`src/rtl/mdio_pkg.sv`:
```
package mdio_pkg;

  localparam int unsigned FRAME_BITS = 64;
  localparam int unsigned TA_FIRST   = 46;
  localparam int unsigned DATA_FIRST = 48;

  localparam logic [1:0] OP_WRITE = 2'b01;
  localparam logic [1:0] OP_READ  = 2'b10;
  localparam logic [1:0] START_PAT = 2'b01;
  localparam logic [1:0] TA_WRITE  = 2'b10;

  // Divisor from the system clock threshold table; 0 marks an illegal clock.
  function automatic int unsigned pick_mdc_div(input longint unsigned hz);
    if      (hz <=  20_000_000) return 8;
    else if (hz <=  40_000_000) return 16;
    else if (hz <=  80_000_000) return 32;
    else if (hz <= 120_000_000) return 48;
    else if (hz <= 160_000_000) return 64;
    else if (hz <= 240_000_000) return 96;
    else                        return 0;
  endfunction

endpackage

```
`src/rtl/mdio_mdc_gen.sv`:
```
module mdio_mdc_gen #(
  parameter int unsigned DIV = 8
) (
  input  logic clk,
  input  logic rst_n,
  input  logic run,
  output logic mdc,
  output logic rise_stb,
  output logic fall_stb
);
  localparam int unsigned HALF = DIV / 2;
  localparam int unsigned CW   = (DIV > 1) ? $clog2(DIV) : 1;
  localparam logic [CW-1:0] LAST = CW'(DIV - 1);
  localparam logic [CW-1:0] MID  = CW'(HALF - 1);

  logic [CW-1:0] cnt_q, cnt_d;
  logic          mdc_q, mdc_d;

  always_comb begin
    rise_stb = run && (cnt_q == MID);
    fall_stb = run && (cnt_q == LAST);
    if (!run)          cnt_d = '0;
    else if (fall_stb) cnt_d = '0;
    else               cnt_d = cnt_q + CW'(1);
    if (!run)          mdc_d = 1'b0;
    else if (rise_stb) mdc_d = 1'b1;
    else if (fall_stb) mdc_d = 1'b0;
    else               mdc_d = mdc_q;
  end

  always_ff @(posedge clk or negedge rst_n) begin
    if (!rst_n) begin
      cnt_q <= '0;
      mdc_q <= 1'b0;
    end else begin
      cnt_q <= cnt_d;
      mdc_q <= mdc_d;
    end
  end

  assign mdc = mdc_q;
endmodule

```
`src/rtl/mdio_frame_seq.sv`:
```
module mdio_frame_seq
  import mdio_pkg::*;
(
  input  logic        clk,
  input  logic        rst_n,
  input  logic        start,
  input  logic        op_read,
  input  logic [4:0]  phy_addr,
  input  logic [4:0]  reg_addr,
  input  logic [15:0] wr_data,
  input  logic        rise_stb,
  input  logic        fall_stb,
  input  logic        mdio_i,
  output logic        busy,
  output logic        mdio_o,
  output logic        mdio_oe,
  output logic [15:0] rd_data
);
  localparam int unsigned BW = $clog2(FRAME_BITS);
  localparam logic [BW-1:0] LAST_BIT = BW'(FRAME_BITS - 1);
  localparam logic [BW-1:0] TA_BIT   = BW'(TA_FIRST);
  localparam logic [BW-1:0] DAT_BIT  = BW'(DATA_FIRST);

  logic                  busy_q, busy_d;
  logic                  rd_q, rd_d;
  logic [BW-1:0]         bit_q, bit_d;
  logic [FRAME_BITS-1:0] tx_q, tx_d;
  logic [15:0]           rx_q, rx_d;
  logic [15:0]           res_q, res_d;
  logic [FRAME_BITS-1:0] frame;
  logic                  take;

  always_comb begin
    frame = {32'hFFFF_FFFF, START_PAT, (op_read ? OP_READ : OP_WRITE),
             phy_addr, reg_addr,
             (op_read ? 2'b11 : TA_WRITE),
             (op_read ? 16'hFFFF : wr_data)};
    take   = start && !busy_q;
    busy_d = busy_q;
    rd_d   = rd_q;
    bit_d  = bit_q;
    tx_d   = tx_q;
    rx_d   = rx_q;
    res_d  = res_q;
    if (take) begin
      busy_d = 1'b1;
      rd_d   = op_read;
      bit_d  = '0;
      tx_d   = frame;
    end else if (busy_q) begin
      if (rise_stb && rd_q && (bit_q >= DAT_BIT))
        rx_d = {rx_q[14:0], mdio_i};
      if (fall_stb) begin
        if (bit_q == LAST_BIT) begin
          busy_d = 1'b0;
          if (rd_q) res_d = rx_q;
        end else begin
          bit_d = bit_q + BW'(1);
          tx_d  = {tx_q[FRAME_BITS-2:0], 1'b1};
        end
      end
    end
  end

  always_ff @(posedge clk or negedge rst_n) begin
    if (!rst_n) begin
      busy_q <= 1'b0;
      rd_q   <= 1'b0;
      bit_q  <= '0;
      tx_q   <= '1;
      rx_q   <= '0;
      res_q  <= '0;
    end else begin
      busy_q <= busy_d;
      rd_q   <= rd_d;
      bit_q  <= bit_d;
      tx_q   <= tx_d;
      rx_q   <= rx_d;
      res_q  <= res_d;
    end
  end

  assign busy    = busy_q;
  assign mdio_o  = busy_q ? tx_q[FRAME_BITS-1] : 1'b1;
  assign mdio_oe = busy_q && !(rd_q && (bit_q >= TA_BIT));
  assign rd_data = res_q;
endmodule

```
`src/rtl/mdio_master.sv`:
```
module mdio_master
  import mdio_pkg::*;
#(
  parameter longint unsigned SYS_CLK_HZ = 125_000_000
) (
  input  logic        clk,
  input  logic        rst_n,
  input  logic        cmd_valid,
  input  logic        cmd_read,
  input  logic [4:0]  cmd_phy,
  input  logic [4:0]  cmd_reg,
  input  logic [15:0] cmd_wdata,
  output logic        idle,
  output logic [15:0] rd_data,
  output logic        mdc,
  output logic        mdio_o,
  output logic        mdio_oe,
  input  logic        mdio_i
);
  localparam int unsigned DIV = pick_mdc_div(SYS_CLK_HZ);

  generate
    if (DIV == 0) begin : g_bad_clk
      $fatal(1, "system clock above 240 MHz has no MDC divisor");
    end
  endgenerate

  // Reset asserts at once and leaves on a clock edge.
  logic [1:0] rst_pipe_q;
  logic       rst_int_n;
  always_ff @(posedge clk or negedge rst_n) begin
    if (!rst_n) rst_pipe_q <= 2'b00;
    else        rst_pipe_q <= {rst_pipe_q[0], 1'b1};
  end
  assign rst_int_n = rst_pipe_q[1];

  logic busy, rise_stb, fall_stb;

  mdio_mdc_gen #(.DIV((DIV == 0) ? 8 : DIV)) u_mdc (
    .clk      (clk),
    .rst_n    (rst_int_n),
    .run      (busy),
    .mdc      (mdc),
    .rise_stb (rise_stb),
    .fall_stb (fall_stb)
  );

  mdio_frame_seq u_seq (
    .clk      (clk),
    .rst_n    (rst_int_n),
    .start    (cmd_valid),
    .op_read  (cmd_read),
    .phy_addr (cmd_phy),
    .reg_addr (cmd_reg),
    .wr_data  (cmd_wdata),
    .rise_stb (rise_stb),
    .fall_stb (fall_stb),
    .mdio_i   (mdio_i),
    .busy     (busy),
    .mdio_o   (mdio_o),
    .mdio_oe  (mdio_oe),
    .rd_data  (rd_data)
  );

  assign idle = !busy;
endmodule

```
`config.mk`:
```
export PLATFORM = sky130hd
export DESIGN_NAME = mdio_master
export DESIGN_NICKNAME = d
export VERILOG_FILES = /design/src/rtl/mdio_pkg.sv /design/src/rtl/mdio_mdc_gen.sv /design/src/rtl/mdio_frame_seq.sv /design/src/rtl/mdio_master.sv
export SDC_FILE = /design/constraint.sdc
export NUM_CORES = 1
export LEC_CHECK = 0
export ABC_AREA = 0
export BUFFER_PORTS_ARGS = -buffer_cell sky130_fd_sc_hd__buf_2
export CORE_UTILIZATION = 50
export CTS_CLUSTER_SIZE = 24
export DETAILED_ROUTE_END_ITERATION = 16
export GPL_TIMING_DRIVEN = 0
export PLACE_DENSITY = 0.8
export SETUP_SLACK_MARGIN = 0.3
export SLEW_MARGIN = 20
export SYNTH_ARGS = -nofsm -noshare
export SYNTH_HDL_FRONTEND = slang
export SYNTH_SLANG_ARGS = --single-unit
```
`constraint.sdc`:
```
create_clock -name clk -period 9 [get_ports clk]
set_input_delay 0.9 -clock clk [delete_from_list [all_inputs] [get_ports clk]]
set_output_delay 0.9 -clock clk [all_outputs]
set_load 0.02 [all_outputs]
```
==> results of run 1 <==
## logic make-up after synthesis
| kind of cell | after synthesis | share of synthesized area (%) |
|---|---|---|
| AO/OA/AOI/OAI | 88 | 9.780 |
| XOR/XNOR | 3 | 0.5391 |
| adder cells (fa/ha/maj) | 3 | 0.7701 |
| buffers and inverters | 32 | 3.439 |
| flip-flops | 113 | 59.65 |
| multiplexers | 34 | 8.573 |
| other | 1 | 0.07693 |
| AND/OR/NAND/NOR | 190 | 17.17 |
## worst max-delay path, stage by stage, from the launching register on
cell	delay, ns
dfrtp_1	0.45
inv_1	0.07
ha_1	0.19
o211ai_1	0.21
a21oi_1	0.10
nor2_1	0.12
buf_2	0.18
## power by group through the flow
stage	clock, mW	sequential [mW]	combinational, mW
2_1_floorplan	0	0.831	0.186
3_3_place_gp	0	0.851	0.219
3_5_place_dp	0	0.852	0.245
4_1_cts	0.680	0.847	0.250
5_1_grt	0.705	0.870	0.286
6_report	0.669	0.849	0.246
## how the worst max path moves through the flow
stage | start | end | slack, ns | cells after the start
final | u_seq.bit_q[0]$_DFFE_PN0P_ | mdio_oe | 6.26 | 6
after global routing | u_seq.bit_q[0]$_DFFE_PN0P_ | mdio_oe | 6.14 | 6
after CTS | u_seq.bit_q[0]$_DFFE_PN0P_ | mdio_oe | 6.24 | 6
after detailed placement | cmd_valid | u_seq.tx_q[27]$_DFFE_PN1P_ | 6.59 | 6
after global placement | rst_pipe_q[1]$_DFF_PN0_ | u_seq.bit_q[1]$_DFFE_PN0P_ | 4.66 | 0
after floorplan | rst_pipe_q[1]$_DFF_PN0_ | u_mdc.cnt_q[0]$_DFF_PN0_ | 5.73 | 0
## registers in the layout (all words and copies together) (netlist names)
register	count
rst_pipe_q	2
u_mdc.cnt_q	6
u_mdc.mdc	1
u_seq.bit_q	6
u_seq.busy	1
u_seq.rd_data	16
u_seq.rd_q	1
u_seq.rx_q	16
u_seq.tx_q	64
## layout by cell type (no fill, tap or decap), types with 2 or more instances in the layout
cell type   instances
nor3_1             20
dfstp_2            64
dfrtp_1            48
nand2_1           120
ha_1                3
clkbuf_16          16
inv_6               4
and3_1              3
o211ai_1            2
o21ai_0            36
nand3_1            24
nor2_1             13
clkbuf_1           14
mux2i_1             2
inv_1               2
clkinvlp_4          3
clkinv_2            2
mux2_4             10
buf_6               2
bufinv_16           3
mux2_2             22
clkinv_4            3
buf_16              2
buf_2              60
a21oi_1            41
xor2_1              2
## layout make-up
type / instances / area share (%)
repair buffers: 51 / 5.057
well taps: 129 / 2.718
clock inverters: 15 / 3.097
clock buffers: 17 / 6.974
multi-input cells: 319 / 30.30
inverters: 3 / 0.2318
plain buffers: 29 / 2.592
flip-flops and latches: 113 / 49.03
## metal layers
metal,up-vias,part of all wire (%)
met3,10,4.7
li1,1720,-
met1,1802,44
met2,98,50
met4,0,0.82
met5,-,0
## per-stage QoR
step                      utilization, %  hold WS, ns  power, mW  cells
final                              63.66       0.1553      1.764    676
after floorplan                        -       0.3312      1.017    464
after CTS                          63.66       0.1313      1.777    676
after detailed placement           57.25       0.1753      1.097    644
after global routing               63.66       0.1305      1.861    676
after global placement             56.62       0.3361      1.071    642
==> metrics.md, run 1 <==
| Metric | Value |
|---|---|
| Clock transition at path regs | 0.06 ns |
| Fin area | 5938 um2 |
| Area grow syn2layout | 21.82% |
| Slew @ Worst Pin | 0.5423 ns |
| Distinct cell type count after synthesis | 43 |
| Final Setup Violations | 0 |
| Clock skew | 0.006826 ns |
| Leading area contributor after synthesis | dfstp_2 |
| Critical R2R Launch | u_mdc.cnt_q[0]$_DFF_PN0_ |
| Top_reg_cell synth | dfstp_2 |
| Setup bufs post-CTS | 0 |
| Clock Sinks | 113 |
| Reg2Reg Setup Slack | 7.01 ns |
| Routability Congestion | 0.7914 |
| RSZ-0062 raised after global routing | false |
| Flop and latch count out of synthesis | 113 |
| Setup TNS | 0 ns |
| Global Route met3 Usage | 5.479% |
| Post-CTS Hold Fix Bufs | 0 |
| Antenna Cells | 0 |
| Flop pwr share | 48.1% |
| GRT met2 Usage | 35.88% |
| GRT Overall Usage | 22.47% |
| CP startpoint kind | flop |
| PnR worst setup slack | 6.259 ns |
| DP HPWL | 6456 um |
| Pwr/cell area | 297.1 nW/um2 |
| Chip width | 100.7 um |
| CTS Buffer Depth | 2 |
| CTS Buf Count | 17 |
| Mapped cell area | 4875 um2 |
| Root buffer cell | clkbuf_8 |
| Initial antenna violation count | 0 |
| Clk pwr share | 37.9% |
| Gate power share | 13.9% |
| Sequential area share after synthesis | 59.65% |
| Total congestion overflow | 0 |
| Most common cell in the netlist | nand2_1 |
| RR Endpoint | u_seq.tx_q[37]$_DFFE_PN1P_ |
| Multi-input logic area | 1799 um2 |
| P_leak | 2.711 nW |
| Arrival @ worst endpoint | 1.84 ns |
| Port bufs | 49 |
| Crit path capture type | output port |
| Largest net degree at the start of global routing | 51 |
| Outcome | finished clean |
| Most Used Layer, Global Route | met2 |
| Layout fillers | 732 |
| Relative slew slack | 63.84% |
| I/O pins | 51 |
| Worst skew pair latency | 0.52 ns |
| Vias | 3630 |
| CTS H-tree depth | 4 |
| Top cell type's share of synthesized area | 34.50% |
| VDD IR max | 0.1418 mV |
| Core area | 9328 um2 |
| Final Max Slew Viols | 0 |
| Post-DP Area | 5340 um2 |
| Vias/cell | 5.370 |
| First-pass GRT wire length | 17470 um |
| Yosys Warn Count | 0 |
| Minimum clock period | 2.741 ns |
| Int Pwr | 1.280 mW |
| Switching Share | 27.45% |
| Routed Antenna Nets | 0 |
| Setup slack after placement | 6.593 ns |
| DRT Pass-1 Iters | 4 |
| Fmax achieved | 364.9 MHz |
| Synth area leaders | dfstp_2 34%, dfrtp_1 25%, nand2_1 9.2% |
| Sw power | 484.3 uW |
| # rows | 35 |
| Vias in the first global route | 3661 |
| Critical setup path kind | flop to output port |
| Tcrit/Tclk final | 30.45% |
| EDFF count, synth | 0 |
| Final nets | 568 |
| Crit path required time | 8.10 ns |
| DRC viols | 0 |
| WL/cell | 14.85 um |
| Fraction of layout instances using a drive strength above 1 | 36.75% |
| Met1 GRT Util | 29.70% |
| Post-synthesis async set-or-reset flop share | 100.0% |
| CTS tree | yes |
| Hold Violations, Final | 0 |
| Crit-path max FO | 7 |
| Sequential cell area | 2912 um2 |
| First DRT Iteration DRCs | 239 |
| Die Ht | 100.7 um |
| # Max-Cap Violations | 0 |
| Syn_area_per_cell | 10.51 um2 |
| Die footprint | 10150 um2 |
| Cells resized by post-CTS repair | 0 |
| Worst R2R Path Depth | 7 |
| Top cells by instance count after synthesis | 120 x nand2_1, 64 x dfstp_2, 49 x dfrtp_1 |
| Hold Path Class | primary input to async pin |
| Drt total wl | 10040 um |
| Initial core utilization | 52.26% |
| Cells after synthesis | 464 |
| Syn Nets | 498 |
Power figures use the tool's default switching activity.
==> run 2: changes to the inputs <==
- clock period: 9 -> 2.8 ns (I/O delays scaled with it)
==> metrics.md, run 2 (same netlist as run 1, synthesis figures left out) <==
| Metric | Value |
|---|---|
| Outcome | finished clean (unchanged) |
| Die Ht | 100.7 um (unchanged) |
| Critical setup path kind | flop to output port (unchanged) |
| # rows | 35 (unchanged) |
| Int Pwr | 4.333 mW (was 1.280 mW) |
| Fraction of layout instances using a drive strength above 1 | 35.73% (was 36.75%) |
| Area grow syn2layout | 24.46% (was 21.82%) |
| Flop pwr share | 46.6% (was 48.1%) |
| Reg with most FFs | u_seq.tx_q (unchanged) |
| Sw power | 1.526 mW (was 484.3 uW) |
| I/O pins | 51 (unchanged) |
| Gate power share | 13.8% (was 13.9%) |
| Tcrit/Tclk final | 75.89% |
| Drt total wl | 10640 um (was 10040 um) |
| RSZ-0062 raised after global routing | false (unchanged) |
| CTS Buf Count | 17 (unchanged) |
| Post-CTS Hold Fix Bufs | 10 (was 0) |
| CTS Buffer Depth | 2 (unchanged) |
| VDD IR max | 0.5557 mV (was 0.1418 mV) |
| Critical-path cell list | inv_1 -> ha_1 -> o211ai_1 -> a21oi_1 -> nor2_1 -> buf_2 (unchanged) |
| Hold Violations, Final | 0 (unchanged) |
| Setup TNS | 0 ns (unchanged) |
| Crit path capture type | output port (unchanged) |
| Root buffer cell | clkbuf_8 (unchanged) |
| Critical path's slowest cell | dfrtp_1 (unchanged) |
| Cells resized by post-CTS repair | 0 (unchanged) |
| Clock transition at path regs | 0.06 ns (about the same) |
| Final Max Slew Viols | 0 (unchanged) |
| Final Non-Filler Cells | 686 (was 676) |
| Fmax achieved | 470.6 MHz |
| Final Setup Violations | 0 (unchanged) |
| Initial antenna violation count | 0 (unchanged) |
| Commonest non-fill, non-tap cells in the layout | 120 x nand2_1, 64 x dfstp_2, 60 x buf_2 (unchanged) |
| Placed insts | 644 (unchanged) |
| Clock Sinks | 113 (unchanged) |
| # Max-Cap Violations | 0 (unchanged) |
| CP startpoint kind | flop (unchanged) |
| Total congestion overflow | 0 (unchanged) |
| Slew @ Worst Pin | 0.5404 ns (was 0.5423 ns) |
| First-pass GRT wire length | 17920 um (was 17470 um) |
| Relative slew slack | 63.97% (was 63.84%) |
| CTS H-tree depth | 4 (unchanged) |
| Largest net degree at the start of global routing | 57 (was 51) |
| Final nets | 578 (was 568) |
| P_leak | 2.771 nW (was 2.711 nW) |
| Routed Antenna Nets | 0 (unchanged) |
| Core area | 9328 um2 (unchanged) |
| DRC viols | 0 (unchanged) |
| DRT Pass-1 Iters | 4 (unchanged) |
| Switching Share | 26.04% (was 27.45%) |
| GRT Overall Usage | 23.14% (was 22.47%) |
| Most common cell after layout, fill and taps aside | nand2_1 (unchanged) |
| Die footprint | 10150 um2 (unchanged) |
| Largest register FFs | 64 (unchanged) |
| Setup bufs post-CTS | 0 (unchanged) |
| Setup slack after placement | 0.7894 ns (was 6.593 ns) |
| Clock skew | 0.01040 ns (was 0.006826 ns) |
| Arrival @ worst endpoint | 1.85 ns (was 1.84 ns) |
| Critical path's largest stage delay | 0.45 ns (about the same) |
| Worst skew pair latency | 0.52 ns (about the same) |
| Port bufs | 49 (unchanged) |
| Crit path required time | 2.52 ns (was 8.10 ns) |
| Pwr/cell area | 965.7 nW/um2 (was 297.1 nW/um2) |
| Antenna Cells | 0 (unchanged) |
| Largest delay contributor family on the critical path | flip-flops (unchanged) |
| Clk pwr share | 39.6% (was 37.9%) |
| WL/cell | 15.51 um (was 14.85 um) |
| Minimum clock period | 2.125 ns |
| Vias in the first global route | 3730 (was 3661) |
| Routability Congestion | 0.7917 (was 0.7914) |
| CP bufs+invs | 2 (unchanged) |
| Vias | 3660 (was 3630) |
| Vias/cell | 5.335 (was 5.370) |
| CTS tree | yes (unchanged) |
| Initial core utilization | 52.26% (unchanged) |
| First DRT Iteration DRCs | 206 (was 239) |
| DP HPWL | 6677 um (was 6456 um) |
| PnR worst setup slack | 0.6750 ns (was 6.259 ns) |
| Crit-path max FO | 7 (unchanged) |
| Hold Path Class | primary input to flop (was primary input to async pin) |
| Chip width | 100.7 um (unchanged) |
run 2: power by group through the flow:
stage / clock network [mW] / logic [mW] / registers (mW)
floorplan: 0 / 0.598 / 2.67
global route: 2.40 / 0.937 / 2.79
detailed placement: 0 / 0.794 / 2.74
global placement: 0 / 0.705 / 2.74
finish: 2.32 / 0.808 / 2.73
CTS: 2.34 / 0.821 / 2.73
run 2: metal layers:
metal / routed length [um] / track usage (%) / up-vias
met5: 0 / 0 / -
met4: 204 / 10.93 / 0
met3: 526 / 5.617 / 22
met2: 5224 / 37.83 / 103
met1: 4683 / 29.07 / 1788
li1: - / - / 1747
run 2: final timing paths:
check	from	to	slack, ns	cells past startpoint
max reg2reg	u_mdc.cnt_q[0]$_DFF_PN0_	u_seq.tx_q[21]$_DFFE_PN1P_	0.79	7
min reg2reg	rst_pipe_q[1]$_DFF_PN0_	u_seq.rx_q[9]$_DFFE_PN0P_	0.17	0
max	u_seq.bit_q[0]$_DFFE_PN0P_	mdio_oe	0.67	6
min	cmd_reg[4]	u_seq.tx_q[22]$_DFFE_PN1P_	0.02	3
max in group asynchronous	rst_pipe_q[1]$_DFF_PN0_	u_seq.tx_q[61]$_DFFE_PN1P_	1.76	2
min in group asynchronous	rst_n	rst_pipe_q[0]$_DFF_PN0_	0.07	2
run 2: cell type report:
| type | instances | area, um2 |
|---|---|---|
| fill | 696 | 3261 |
| sequential | 113 | 2912 |
| multi-input combinational | 319 | 1799 |
| clock buffer | 21 | 449.2 |
| timing repair buffer | 61 | 392.9 |
| clock inverter | 11 | 185.2 |
| tap | 129 | 161.4 |
| buffer | 29 | 153.9 |
| inverter | 3 | 13.76 |
run 2: tightest hold or removal path, stage by stage:
cell	delay [ns]
buf_2	0.10
nor2_1	0.11
a31oi_1	0.05
run 2: metrics by stage:
step           power (mW)  hold slack [ns]  instance area, um2  util [%]
4_1_cts             5.889         0.007191                6067     65.04
3_5_place_dp        3.536          0.06737                5333     57.17
6_report            5.859          0.01915                6067     65.04
2_1_floorplan       3.269         -0.01559                4876         -
5_1_grt             6.132          0.02890                6067     65.04
3_3_place_gp        3.441          0.06563                5283     56.63
